==> src/rtl/dsp_pkg.sv <==
package dsp_pkg;
  localparam int unsigned PC_W = 16;

  function automatic int unsigned sel_width(int unsigned nsrc);
    return $clog2(nsrc + 1);
  endfunction
endpackage

==> src/rtl/dsp_trig.sv <==
module dsp_trig #(
  parameter int unsigned NTASK = 8,
  parameter int unsigned NSRC  = 8,
  parameter int unsigned SEL_W = 4
) (
  input  logic                   clk,
  input  logic                   rst_n,
  input  logic [NSRC-1:0]        src,
  input  logic [NTASK*SEL_W-1:0] sel_flat,
  output logic [NTASK-1:0]       trig
);
  logic [NSRC-1:0] prev_q, prev_d, rise;

  always_comb begin
    prev_d = src;
    rise   = src & ~prev_q;
  end

  always_ff @(posedge clk or negedge rst_n) begin
    if (!rst_n) prev_q <= '0;
    else        prev_q <= prev_d;
  end

  for (genvar t = 0; t < NTASK; t++) begin : g_task
    logic [SEL_W-1:0] s;
    assign s = sel_flat[t*SEL_W +: SEL_W];
    always_comb begin
      trig[t] = 1'b0;
      for (int j = 0; j < NSRC; j++)
        if (s == SEL_W'(j + 1)) trig[t] = rise[j];
    end
  end
endmodule

==> src/rtl/dsp_prio.sv <==
module dsp_prio #(
  parameter int unsigned NTASK = 8
) (
  input  logic [NTASK-1:0] req,
  output logic [NTASK-1:0] pick
);
  always_comb pick = req & (~req + 1'b1);
endmodule

==> src/rtl/task_dispatch.sv <==
module task_dispatch #(
  parameter int unsigned NTASK = 8,
  parameter int unsigned NSRC  = 8,
  localparam int unsigned SEL_W = dsp_pkg::sel_width(NSRC),
  localparam int unsigned PC_W  = dsp_pkg::PC_W
) (
  input  logic                   clk,
  input  logic                   rst_n,
  input  logic [NSRC-1:0]        periph_irq,
  input  logic [NTASK*SEL_W-1:0] src_sel,
  input  logic [NTASK*PC_W-1:0]  task_vec,
  input  logic [NTASK-1:0]       task_en,
  input  logic                   prot_open,
  input  logic                   force_we,
  input  logic [NTASK-1:0]       force_mask,
  input  logic                   ack_en,
  input  logic                   ack_we,
  input  logic [NTASK-1:0]       ack_mask,
  input  logic                   flag_clr_we,
  input  logic [NTASK-1:0]       flag_clr_mask,
  input  logic                   ovf_clr_we,
  input  logic [NTASK-1:0]       ovf_clr_mask,
  input  logic                   core_stop,
  output logic                   core_start,
  output logic [PC_W-1:0]        core_pc,
  output logic [NTASK-1:0]       pend_flags,
  output logic [NTASK-1:0]       ovf_flags,
  output logic [NTASK-1:0]       run_flags,
  output logic [NTASK-1:0]       done_irq
);
  // reset: asserted asynchronously, released on the clock
  logic [1:0] rsync_q;
  logic       rst_core_n;
  always_ff @(posedge clk or negedge rst_n) begin
    if (!rst_n) rsync_q <= 2'b00;
    else        rsync_q <= {rsync_q[0], 1'b1};
  end
  assign rst_core_n = rsync_q[1];

  logic [NTASK-1:0] trig, pick, ready;
  logic [NTASK-1:0] pend_q, pend_d, ovf_q, ovf_d, run_q, run_d, done_q, done_d;
  logic [NTASK-1:0] sw_set, pclr, oclr, launch_vec;
  logic             start_q, start_d, idle, launch, finish;
  logic [PC_W-1:0]  pc_q, pc_d;

  dsp_trig #(.NTASK(NTASK), .NSRC(NSRC), .SEL_W(SEL_W)) u_trig (
    .clk(clk), .rst_n(rst_core_n), .src(periph_irq), .sel_flat(src_sel), .trig(trig)
  );

  dsp_prio #(.NTASK(NTASK)) u_prio (.req(ready), .pick(pick));

  always_comb begin
    sw_set     = ((force_we && prot_open) ? force_mask : '0)
               | ((ack_we && ack_en) ? ack_mask : '0);
    pclr       = flag_clr_we ? flag_clr_mask : '0;
    oclr       = ovf_clr_we ? ovf_clr_mask : '0;
    ready      = pend_q & task_en;
    idle       = (run_q == '0);
    launch     = idle && (ready != '0);
    finish     = !idle && core_stop;
    launch_vec = launch ? pick : '0;

    pend_d  = (pend_q & ~pclr & ~launch_vec) | trig | sw_set;
    ovf_d   = (ovf_q & ~oclr) | (trig & pend_q);
    run_d   = finish ? '0 : (launch ? pick : run_q);
    done_d  = finish ? run_q : '0;
    start_d = launch;
    pc_d    = pc_q;
    for (int i = 0; i < NTASK; i++)
      if (pick[i]) pc_d = task_vec[i*PC_W +: PC_W];
  end

  always_ff @(posedge clk or negedge rst_core_n) begin
    if (!rst_core_n) begin
      pend_q  <= '0;
      ovf_q   <= '0;
      run_q   <= '0;
      done_q  <= '0;
      start_q <= 1'b0;
    end else begin
      pend_q  <= pend_d;
      ovf_q   <= ovf_d;
      run_q   <= run_d;
      done_q  <= done_d;
      start_q <= start_d;
    end
  end

  always_ff @(posedge clk or negedge rst_core_n) begin
    if (!rst_core_n)  pc_q <= '0;
    else if (launch)  pc_q <= pc_d;
  end

  assign core_start = start_q;
  assign core_pc    = pc_q;
  assign pend_flags = pend_q;
  assign ovf_flags  = ovf_q;
  assign run_flags  = run_q;
  assign done_irq   = done_q;

  // at most one task marked running
  assert_single_run_R2: assert property (@(posedge clk) disable iff (!rst_core_n)
    $onehot0(run_q));

  // a running task is only removed by a stop
  assert_no_preempt_R2: assert property (@(posedge clk) disable iff (!rst_core_n)
    (run_q != '0 && !core_stop) |=> (run_q == $past(run_q)));

  // a launched task was ready and nothing of higher rank was
  assert_launch_prio_R1: assert property (@(posedge clk) disable iff (!rst_core_n)
    core_start |-> (((run_q & $past(pend_q & task_en)) == run_q) && (run_q != '0)
                   && (($past(pend_q & task_en) & (run_q - 1'b1)) == '0)));

  // stop clears running and signals that task
  assert_stop_done_R4: assert property (@(posedge clk) disable iff (!rst_core_n)
    (run_q != '0 && core_stop) |=> (run_q == '0 && done_q == $past(run_q)));

  // overflow bits only drop on a host clear
  assert_ovf_sticky_R7: assert property (@(posedge clk) disable iff (!rst_core_n)
    (ovf_q != '0) |=> ((($past(ovf_q) & ~$past(oclr)) & ~ovf_q) == '0));
endmodule

==> config.mk <==
export PLATFORM = sky130hd
export DESIGN_NAME = task_dispatch
export DESIGN_NICKNAME = d
export VERILOG_FILES = /design/src/rtl/dsp_pkg.sv /design/src/rtl/dsp_trig.sv /design/src/rtl/dsp_prio.sv /design/src/rtl/task_dispatch.sv
export SDC_FILE = /design/constraint.sdc
export NUM_CORES = 1
export LEC_CHECK = 0
export CAP_MARGIN = 20
export CORE_MARGIN = 2
export CORE_UTILIZATION = 38
export DETAILED_ROUTE_END_ITERATION = 16
export PLACE_DENSITY_LB_ADDON = 0.2
export SYNTH_ARGS = -nofsm -noshare
export SYNTH_HDL_FRONTEND = slang
export SYNTH_HIERARCHICAL = 1
export SYNTH_SLANG_ARGS = --single-unit
export TNS_END_PERCENT = 1
==> constraint.sdc <==
create_clock -name clk -period 2.4 [get_ports clk]
set_clock_uncertainty 0.15 [all_clocks]
set_input_delay 0.6 -clock clk [delete_from_list [all_inputs] [get_ports clk]]
set_output_delay 0.6 -clock clk [all_outputs]
set_load 0.01 [all_outputs]
Yosys cells after proc, flatten, opt, wreduce, memory -nomap -nowiden
Index checks and enable logic that the tools add are counted.

Muxes and demuxes: 80. Reductions and logical operators: 10. Bitwise logic cells: 16. $add $sub $neg: 1. Equality and inequality tests: 64.

Operator list (count): 4-bit by 3-bit == test with 1-bit output, second input constant (32); 16-bit 2-to-1 mux (8); 4-bit by 2-bit == test with 1-bit output, second input constant (16); 1-bit 2-to-1 mux (64); 8-bit 2-to-1 mux (8); 8-bit AND (7); 8-bit inverter (5); 4-bit by 1-bit == test with 1-bit output, second input constant (8); 4-bit == test, second input constant (8); 8-bit bitwise OR (4); 8-bit nonzero test (2); 8-bit by 1-bit adder with 8-bit output, second input constant (1); 8-bit zero test (1); 1-bit logical AND (4); 2-bit AND reduction (1); 2-bit nonzero test (1); 1-bit zero test (1).

Word-level logic and storage cells: 179. Output and inout bits: 49. Bits in registers: 59. Bits of input ports: 217.

Longest topological paths before layout
Gate-level depths: netlist (run 1).

Word-level depth: 12. Gate-level depth with buffers: 11. Mapped depth without buffers: 9.

By module
The synthesis (run 1) kept the hierarchy.

By module, submodules not included: task_dispatch (times used 1, area each 3108.0 um2, sequential area each 1276.2 um2, cells an instance 358); dsp_trig (times used 1, area each 1034.7 um2, sequential area each 200.2 um2, cells an instance 133); dsp_prio (times used 1, area each 83.8 um2, sequential area each 0.0 um2, cells an instance 10).

Least setup slack after synthesis (run 1)
OpenSTA, ideal clock, no wires.

Path kind: in2reg. Start: input task_en[0]. End: register pc_q[10], in the netlist core_pc[10]. Slack: -0.188 ns. Path buffers: 2. Data required time: 2.132 ns. Data arrival time: 2.320 ns. Cell stages on the path: 11. Cells stage by stage: nand2_1 inv_1 nor4_2 and3b_2 clkbuf_1 or4_1 o211ai_1 o21bai_4 buf_6 a221oi_1 a21o_1.

RTL lines: start, declared (line task_dispatch.sv:12) `input logic [NTASK-1:0] task_en,`; 8-bit AND * (line task_dispatch.sv:57) `ready = pend_q & task_en;`; net ready[0] (line task_dispatch.sv:40) `logic [NTASK-1:0] trig, pick, ready;`; 8-bit inverter * (line dsp_prio.sv:7) `always_comb pick = req & (~req + 1'b1);`; 8-bit by 1-bit adder with 8-bit output * (line dsp_prio.sv:7); 8-bit AND * (line dsp_prio.sv:7); net pick[5] (line task_dispatch.sv:40); 16-bit 2-to-1 mux (3 in a row) (line task_dispatch.sv:70) `if (pick[i]) pc_d = task_vec[i*PC_W +: PC_W];`; end signal, assigned (line task_dispatch.sv:91) `else if (launch) pc_q <= pc_d;`; end, declared (line task_dispatch.sv:44) `logic [PC_W-1:0] pc_q, pc_d;`.

Mark *: on every way through the listed nets, which the timed path passes. The rest lies on a longest branch. A chain may end at the register's enable or synchronous reset.

Worst setup path after layout (run 1)
Start: input task_en[6]. End: register pc_q[9], in the netlist core_pc[9].

Longest elaborated chain between the ends: 6.

RTL lines (line): 8-bit AND * (task_dispatch.sv:57); net ready[6] (task_dispatch.sv:40); 8-bit inverter (dsp_prio.sv:7); 8-bit by 1-bit adder with 8-bit output (dsp_prio.sv:7); 8-bit AND * (dsp_prio.sv:7); net pick[6] (task_dispatch.sv:40); 8-bit nonzero test (no line) / 16-bit 2-to-1 mux (equally long branches); 2-bit AND reduction (no line) / 16-bit 2-to-1 mux (equally long branches).

Marks and branches as above.

==> impl_metrics.csv, run 1 <==
group,metric,value,unit
finish,drive_gt1_share,18.10,%
grt,grt_max_degree,53,
worst_setup_path,worstReg2RegStart,"pend_flags[1]",
synthesis,yosys-top-cells-area,"dfrtp_1 (35%), a221oi_1 (6.4%), nand2_1 (5.7%)",
power,p_clk_share,17.5,%
placed_design,gp_congestion,0.9926,
floorplanning,rows,38,
detailed_routing,drt_wl_total,18.23,mm
synthesis,yosysWarningCount,6,
floorplanning,ioPinCount,266,
floorplanning,die_x,109.5,µm
finish,layout.nets,1024,
power,powerDensity,714.6,mW/mm²
worst_setup_path,reg2reg_slack,60,ps
worst_setup_path,timing.rr.end,"core_pc[9]",
finish,postLayoutCoreUtil,72.39,%
floorplanning,initial_utilization,38.99,%
power,p_seq_share,26.4,%
detailed_routing,drt_iter0_drc,302,
worst_setup_path,worstSetupStartpointType,"primary input",
power,internal_power,0.003542,W
sta,finalWorstSetupSlack,35.08,ps
hold_path,hp-class,"register to asynchronous set/reset pin",
power,leakage,3.313,nW
synthesis,syn-num-nets,718,
power,p_comb_share,56.1,%
job,maxCapViolations,0,
clock_network,worstSkewPairLatency,340,ps
grt,grt_pass1_vias,5342,
worst_setup_path,critical_path_required,2480,ps
clock_network,clk_pin_slew,80,ps
sta,setup_violations,0,
synthesis,synth-async-reset-ratio,100.0,%
detailed_routing,ant_nets,0,
synthesis,yosysTopAreaCell,"dfrtp_1",
sta,tightestPinTransition,514.2,ps
synthesis,synth.avg_cell_area,8.436,µm²
detailed_routing,via_per_inst,5.571,
synthesis,syn_inst,501,
sta,fmax,422.8,MHz
detailed_routing,drc,0,
detailed_routing,drt-pass1-iter-count,5,
clock_network,cts.sinks,59,
finish,final_common_cell,"clkdlybuf4s50_1",
power,power.share.switching,36.84,%
detailed_routing,route.vias.total,5304,
finish,n_antenna_cell,0,
sta,whs,124.7,ps
finish,syn2layout_area_growth,85.67,%
clock_network,cts_made_buffers,9,
worst_setup_path,critPathMaxFanout,7,
synthesis,synth_cell_types,54,
clock_network,clock-root-buffer,"clkbuf_8",
synthesis,yosysSeqAreaShare,34.93,%
worst_setup_path,rr_worst_depth,10,
placed_design,hpwl,14.41,mm
grt,grt_usage,29.57,%
placed_design,portBuffers,265,
synthesis,yosysTopAreaCellShare,34.93,%
detailed_routing,avgRoutedWirePerCell,19.15,µm
synthesis,synth_edf_count,0,
worst_setup_path,critPathKind,"primary input to register",
sta,fin_crit,2365,ps
clock_network,tritoncts,"done",
sta,hold_viol,0,
power,switchingPower,0.002066,W
grt,antenna_found_initial,0,
worst_setup_path,worstSetupEndpointType,"register",
floorplanning,dieHeight,109.5,µm
placed_design,pre_cts_ws,-941.5,ps
sta,finalCritPeriodShare,98.54,%
sta,grt_setup_unrepaired,"true",
sta,drv_slew,0,
grt,gr-total-overflow,0,
synthesis,synth-main-ff-cell,"dfrtp_1",
floorplanning,core,0.01084,mm²
finish,final_cell_mix,"clkdlybuf4s50_1 (250), nand2_1 (57), dfrtp_1 (56), buf_4 (55), inv_1 (36)",
grt,grt_pass1_wl,27.28,mm
synthesis,synthesis.area,0.004227,mm²
clock_network,clock_path_buffers,2,
power,vdd_drop_max,0.0004183,V
synthesis,ys_ff_latch,59,
worst_setup_path,crit_arrival,2450,ps
sta,maxSlewHeadroom,65.65,%
clock_network,htreeDepth,3,
run_status,status,"complete, no violations",
floorplanning,die_area,0.01198,mm²
## what timing repair did
item | 4_1_cts | 5_1_grt
hold buffers | 1 | 0
endpoints found under the setup margin | 18 | 24
buffers inserted | 4 | 3
resized for setup | 23 | 46
gates cloned | 0 | 0
endpoints found under the hold margin | 5 | 0
pin swaps | 10 | 14
## power by group through the flow
stage | sequential [W] | clock [W] | combinational, W
4_1_cts | 0.00148 | 0.00100 | 0.00300
3_3_place_gp | 0.00148 | 0 | 0.00288
3_5_place_dp | 0.00149 | 0 | 0.00294
6_report | 0.00148 | 0.000979 | 0.00315
5_1_grt | 0.00151 | 0.00105 | 0.00341
2_1_floorplan | 0.00161 | 0 | 0.00129
## cells in the mapped netlist (4+ instances only)
cell type  number
a211oi_1       16
a21o_1          5
a21oi_1        24
a221o_1         8
a221oi_1       31
a22o_1          8
a311o_1         5
a31o_2          8
a31oi_1         7
and2_1         11
and3b_1         5
buf_1           5
buf_2           4
buf_6           7
clkbuf_1       16
dfrtp_1        59
inv_1          42
mux2i_1         7
nand2_1        64
nand3_1        11
nor2_1         14
nor2b_1        33
nor3b_1         8
nor4bb_1        6
o21ai_0        35
o21ai_1         5
o221ai_1        5
o31ai_1        12
## routing by layer
layer	GRT usage, %	vias to the layer above	part of all wire (%)
met5	0	-	0
met4	10.85	0	3.4
met3	6.165	49	7.2
met2	51.01	250	50
met1	36.30	2531	39
li1	-	2474	-
## final cells by class
type                    instances  area (µm²)
clock inverters                 7       81.33
clock buffers                   9       123.9
repair buffers                330        3197
flip-flops and latches         59        1480
multi-input cells             365        2618
well taps                     140       175.2
inverters                      42       172.7
fillers                       824        2993
## sequential cells by signal, summed over array words and instances (netlist names)
register / count
ovf_flags: 8
core_pc: 16
u_trig/prev_q: 8
rsync_q: 2
core_start: 1
pend_flags: 8
done_irq: 8
run_flags: 8
## worst max-delay path by stage
stage                  start             to
6_report          task_en[6]     core_pc[9]
5_1_grt        pend_flags[1]     core_pc[0]
4_1_cts        periph_irq[2]  pend_flags[7]
3_5_place_dp      task_en[2]     core_pc[0]
3_3_place_gp      task_en[2]     core_pc[2]
2_1_floorplan     task_en[1]    core_pc[10]
## critical path: stages
cell and delay [ps]:
dlygate4sd2_1 230, nand2_1 80, inv_1 60, and3_4 190, or4_1 520, o211ai_1 180, o21bai_4 220, buf_12 160
a221oi_2 30, a21o_1 170
## cell families (layout without fill, tap and decap cells)
| group | Yosys count | count (layout) | synth area share, % |
|---|---|---|---|
| mux | 11 | 11 | 3.256 |
| other cells | 1 | 1 | 0.08872 |
| compound gates | 177 | 177 | 30.17 |
| simple gates | 176 | 176 | 23.09 |
| buf+inv | 77 | 388 | 8.467 |
| flops | 59 | 59 | 34.93 |
## metrics by stage
step / TNS [ps] / cells / area, µm² / power [W]
final: 0 / 952 / 7848 / 0.005608
after global routing: -851.6 / 952 / 7848 / 0.005976
after CTS: 0 / 950 / 7695 / 0.005474
after detailed placement: -18220 / 929 / 7427 / 0.004428
after global placement: -16130 / 929 / 7427 / 0.004362
after floorplan: -601.9 / 501 / 4333 / 0.002896
(Power assumes the default switching activity.)
==> run 2, diff against run 1 <==
- PLACE_DENSITY: default -> 0.83
- PLACE_DENSITY_LB_ADDON: 0.2 -> default
==> run 2 against run 1 <==
Against the previous run:
- the run now ends with negative setup slack left
- hold slack better by 76 ps
- via count rose by 2.6%
- clock-buffer cell count unchanged
- wire length grew 3.7%
- combinational power increased by 5%
- critical endpoint is now core_pc[4]
==> impl_metrics.csv, run 2 (synthesis gave the netlist of run 1 again) <==
group,metric,value,unit
clock_network,postCtsHoldBufs,0,
sta,hold_viol,0,
worst_setup_path,critical_path_required,2480,ps
finish,multi_input_area,0.002572,mm²
worst_setup_path,crit_arrival,2550,ps
floorplanning,dieHeight,109.5,µm
sta,tightestPinTransition,755.3,ps
power,internal_power,0.003619,W
sta,finalCritPeriodShare,102.8,%
power,p_clk_share,16.9,%
grt,gr-total-overflow,0,
finish,largest_register_ffs,16,
finish,final_area,0.007958,mm²
detailed_routing,wl_met1,7.685,mm
power,leakage,3.372,nW
power,powerDensity,723.2,mW/mm²
detailed_routing,ant_nets,0,
clock_network,htreeDepth,3,
worst_setup_path,setup.worst_path.end,"core_pc[4]",
floorplanning,initial_utilization,38.99,%
detailed_routing,wl_met2,9.333,mm
detailed_routing,drt_wl_total,18.90,mm
power,power.share.switching,37.12,%
finish,n_antenna_cell,0,
grt,grt_pass1_vias,5332,
worst_setup_path,reg2reg_slack,-70,ps
job,maxCapViolations,0,
floorplanning,die_x,109.5,µm
clock_network,cts_made_buffers,9,
sta,fmax,405.3,MHz
detailed_routing,route.vias.total,5441,
clock_network,tritoncts,"done",
worst_setup_path,critPathKind,"register to register",
finish,seqCellArea,0.001480,mm²
floorplanning,die_area,0.01198,mm²
placed_design,hpwl,14.87,mm
grt,grt_pass1_wl,27.52,mm
floorplanning,core,0.01084,mm²
detailed_routing,drt_iter0_drc,381,
power,p_seq_share,25.7,%
worst_setup_path,timing.rr.end,"core_pc[4]",
grt,grt_max_degree,58,
detailed_routing,top_layer,"met4",
floorplanning,rows,38,
sta,finalWorstSetupSlack,-67.16,ps
power,switchingPower,0.002136,W
sta,maxSlewHeadroom,49.64,%
placed_design,placed_area,0.007570,mm²
sta,setup_violations,5,
finish,syn2layout_area_growth,88.28,%
sta,grt_setup_unrepaired,"true",
sta,fin_crit,2467,ps
clock_network,clock-root-buffer,"clkbuf_8",
run_status,status,"finished with violations",
finish,layout.nets,1044,
detailed_routing,drt-pass1-iter-count,7,
detailed_routing,via_per_inst,5.598,
worst_setup_path,startpoint,"pend_flags[0]",
finish,final_common_cell,"clkdlybuf4s50_1",
hold_path,hp-class,"register to register",
grt,antenna_found_initial,0,
power,p_comb_share,57.3,%
placed_design,gp_congestion,1.023,
clock_network,cts.sinks,59,
placed_design,pre_cts_ws,-857.2,ps
worst_setup_path,worstSetupEndpointType,"register",
clock_network,worstSkewPairLatency,360,ps
run_status,violations,"negative setup slack",
hold_path,whs_path_depth,0,
power,vdd_drop_max,0.0005554,V
sta,drv_slew,0,
floorplanning,ioPinCount,266,
worst_setup_path,rr_worst_depth,9,
clock_network,clock_path_buffers,2,
worst_setup_path,worstReg2RegStart,"pend_flags[0]",
detailed_routing,drc,0,
detailed_routing,avgRoutedWirePerCell,19.44,µm
finish,final_cell_mix,"clkdlybuf4s50_1 (253), buf_4 (78), nand2_1 (57), dfrtp_1 (56), inv_1 (36)",
detailed_routing,wl_met3,1.278,mm
placed_design,portBuffers,265,
grt,grt_usage,30.10,%
worst_setup_path,worstSetupStartpointType,"register",
clock_network,clk_pin_slew,80,ps
finish,n_fill_cell,804,
finish,drive_gt1_share,19.47,%
worst_setup_path,critPathMaxFanout,10,
## run 2: cell count changes in the layout (fill, tap and decap cells not counted), moves of 3 or more
cell             before  now
buf_4                55   78
buf_6                 5    2
clkbuf_2              3    0
clkdlybuf4s50_1     250  253
dlymetal6s2s_1        7    3
o221ai_1              2    5
o221ai_2              3    0
## run 2: power groups by stage
stage               logic (W)  registers (W)  clock network, W
floorplan             0.00129        0.00161                 0
global placement      0.00296        0.00148                 0
detailed placement    0.00304        0.00149                 0
CTS                   0.00307        0.00147          0.000991
global route          0.00351        0.00151           0.00105
finish                0.00330        0.00148          0.000975
## run 2: per-stage QoR
step           hold slack, ps  instances  TNS [ps]  util, %  power (W)
6_report                200.5        972    -101.1    73.41   0.005755
5_1_grt                 207.7        972    -906.2    73.41   0.006074
4_1_cts                 200.4        966    -8.743    71.86   0.005539
3_5_place_dp            187.2        948    -17550    69.83   0.004521
3_3_place_gp            186.4        948    -16320    69.83   0.004446
2_1_floorplan           154.4        501    -601.9        -   0.002896
## run 2: worst max-delay path, cell delays in order (launching register included)
cell	delay [ps]
dfrtp_2	440
nand2_8	80
inv_6	40
nor4_4	320
and2_4	270
nor2b_4	90
a221oi_1	260
o21ai_0	190
a221oi_1	380
o31ai_2	110
## run 2: area by class of cell
type | count | area share, %
sequential | 59 | 18.60
clock inverter | 7 | 0.9591
timing repair buffer | 350 | 42.19
clock buffer | 9 | 1.557
tap | 140 | 2.201
inverter | 42 | 2.170
multi-input combinational | 365 | 32.33
## run 2: per-layer routing
metal,track usage (%),up-vias
met4,12.57,0
li1,-,2518
met3,4.861,55
met2,49.03,291
met5,0,-
met1,39.62,2577
## run 2: what timing repair did
action,in CTS,in global routing
gates cloned,0,1
pin swaps,8,9
endpoints found under the setup margin,19,23
gates resized for setup,29,28
buffers inserted,2,5
## run 2: worst min path at each step
stage | start | slack [ps] | endpoint
2_1_floorplan | rst_n | 150 | rsync_q[0]
3_3_place_gp | rsync_q[0] | 190 | rsync_q[1]
3_5_place_dp | rsync_q[0] | 190 | rsync_q[1]
4_1_cts | rsync_q[0] | 200 | rsync_q[1]
5_1_grt | rsync_q[0] | 210 | rsync_q[1]
6_report | rsync_q[0] | 200 | rsync_q[1]
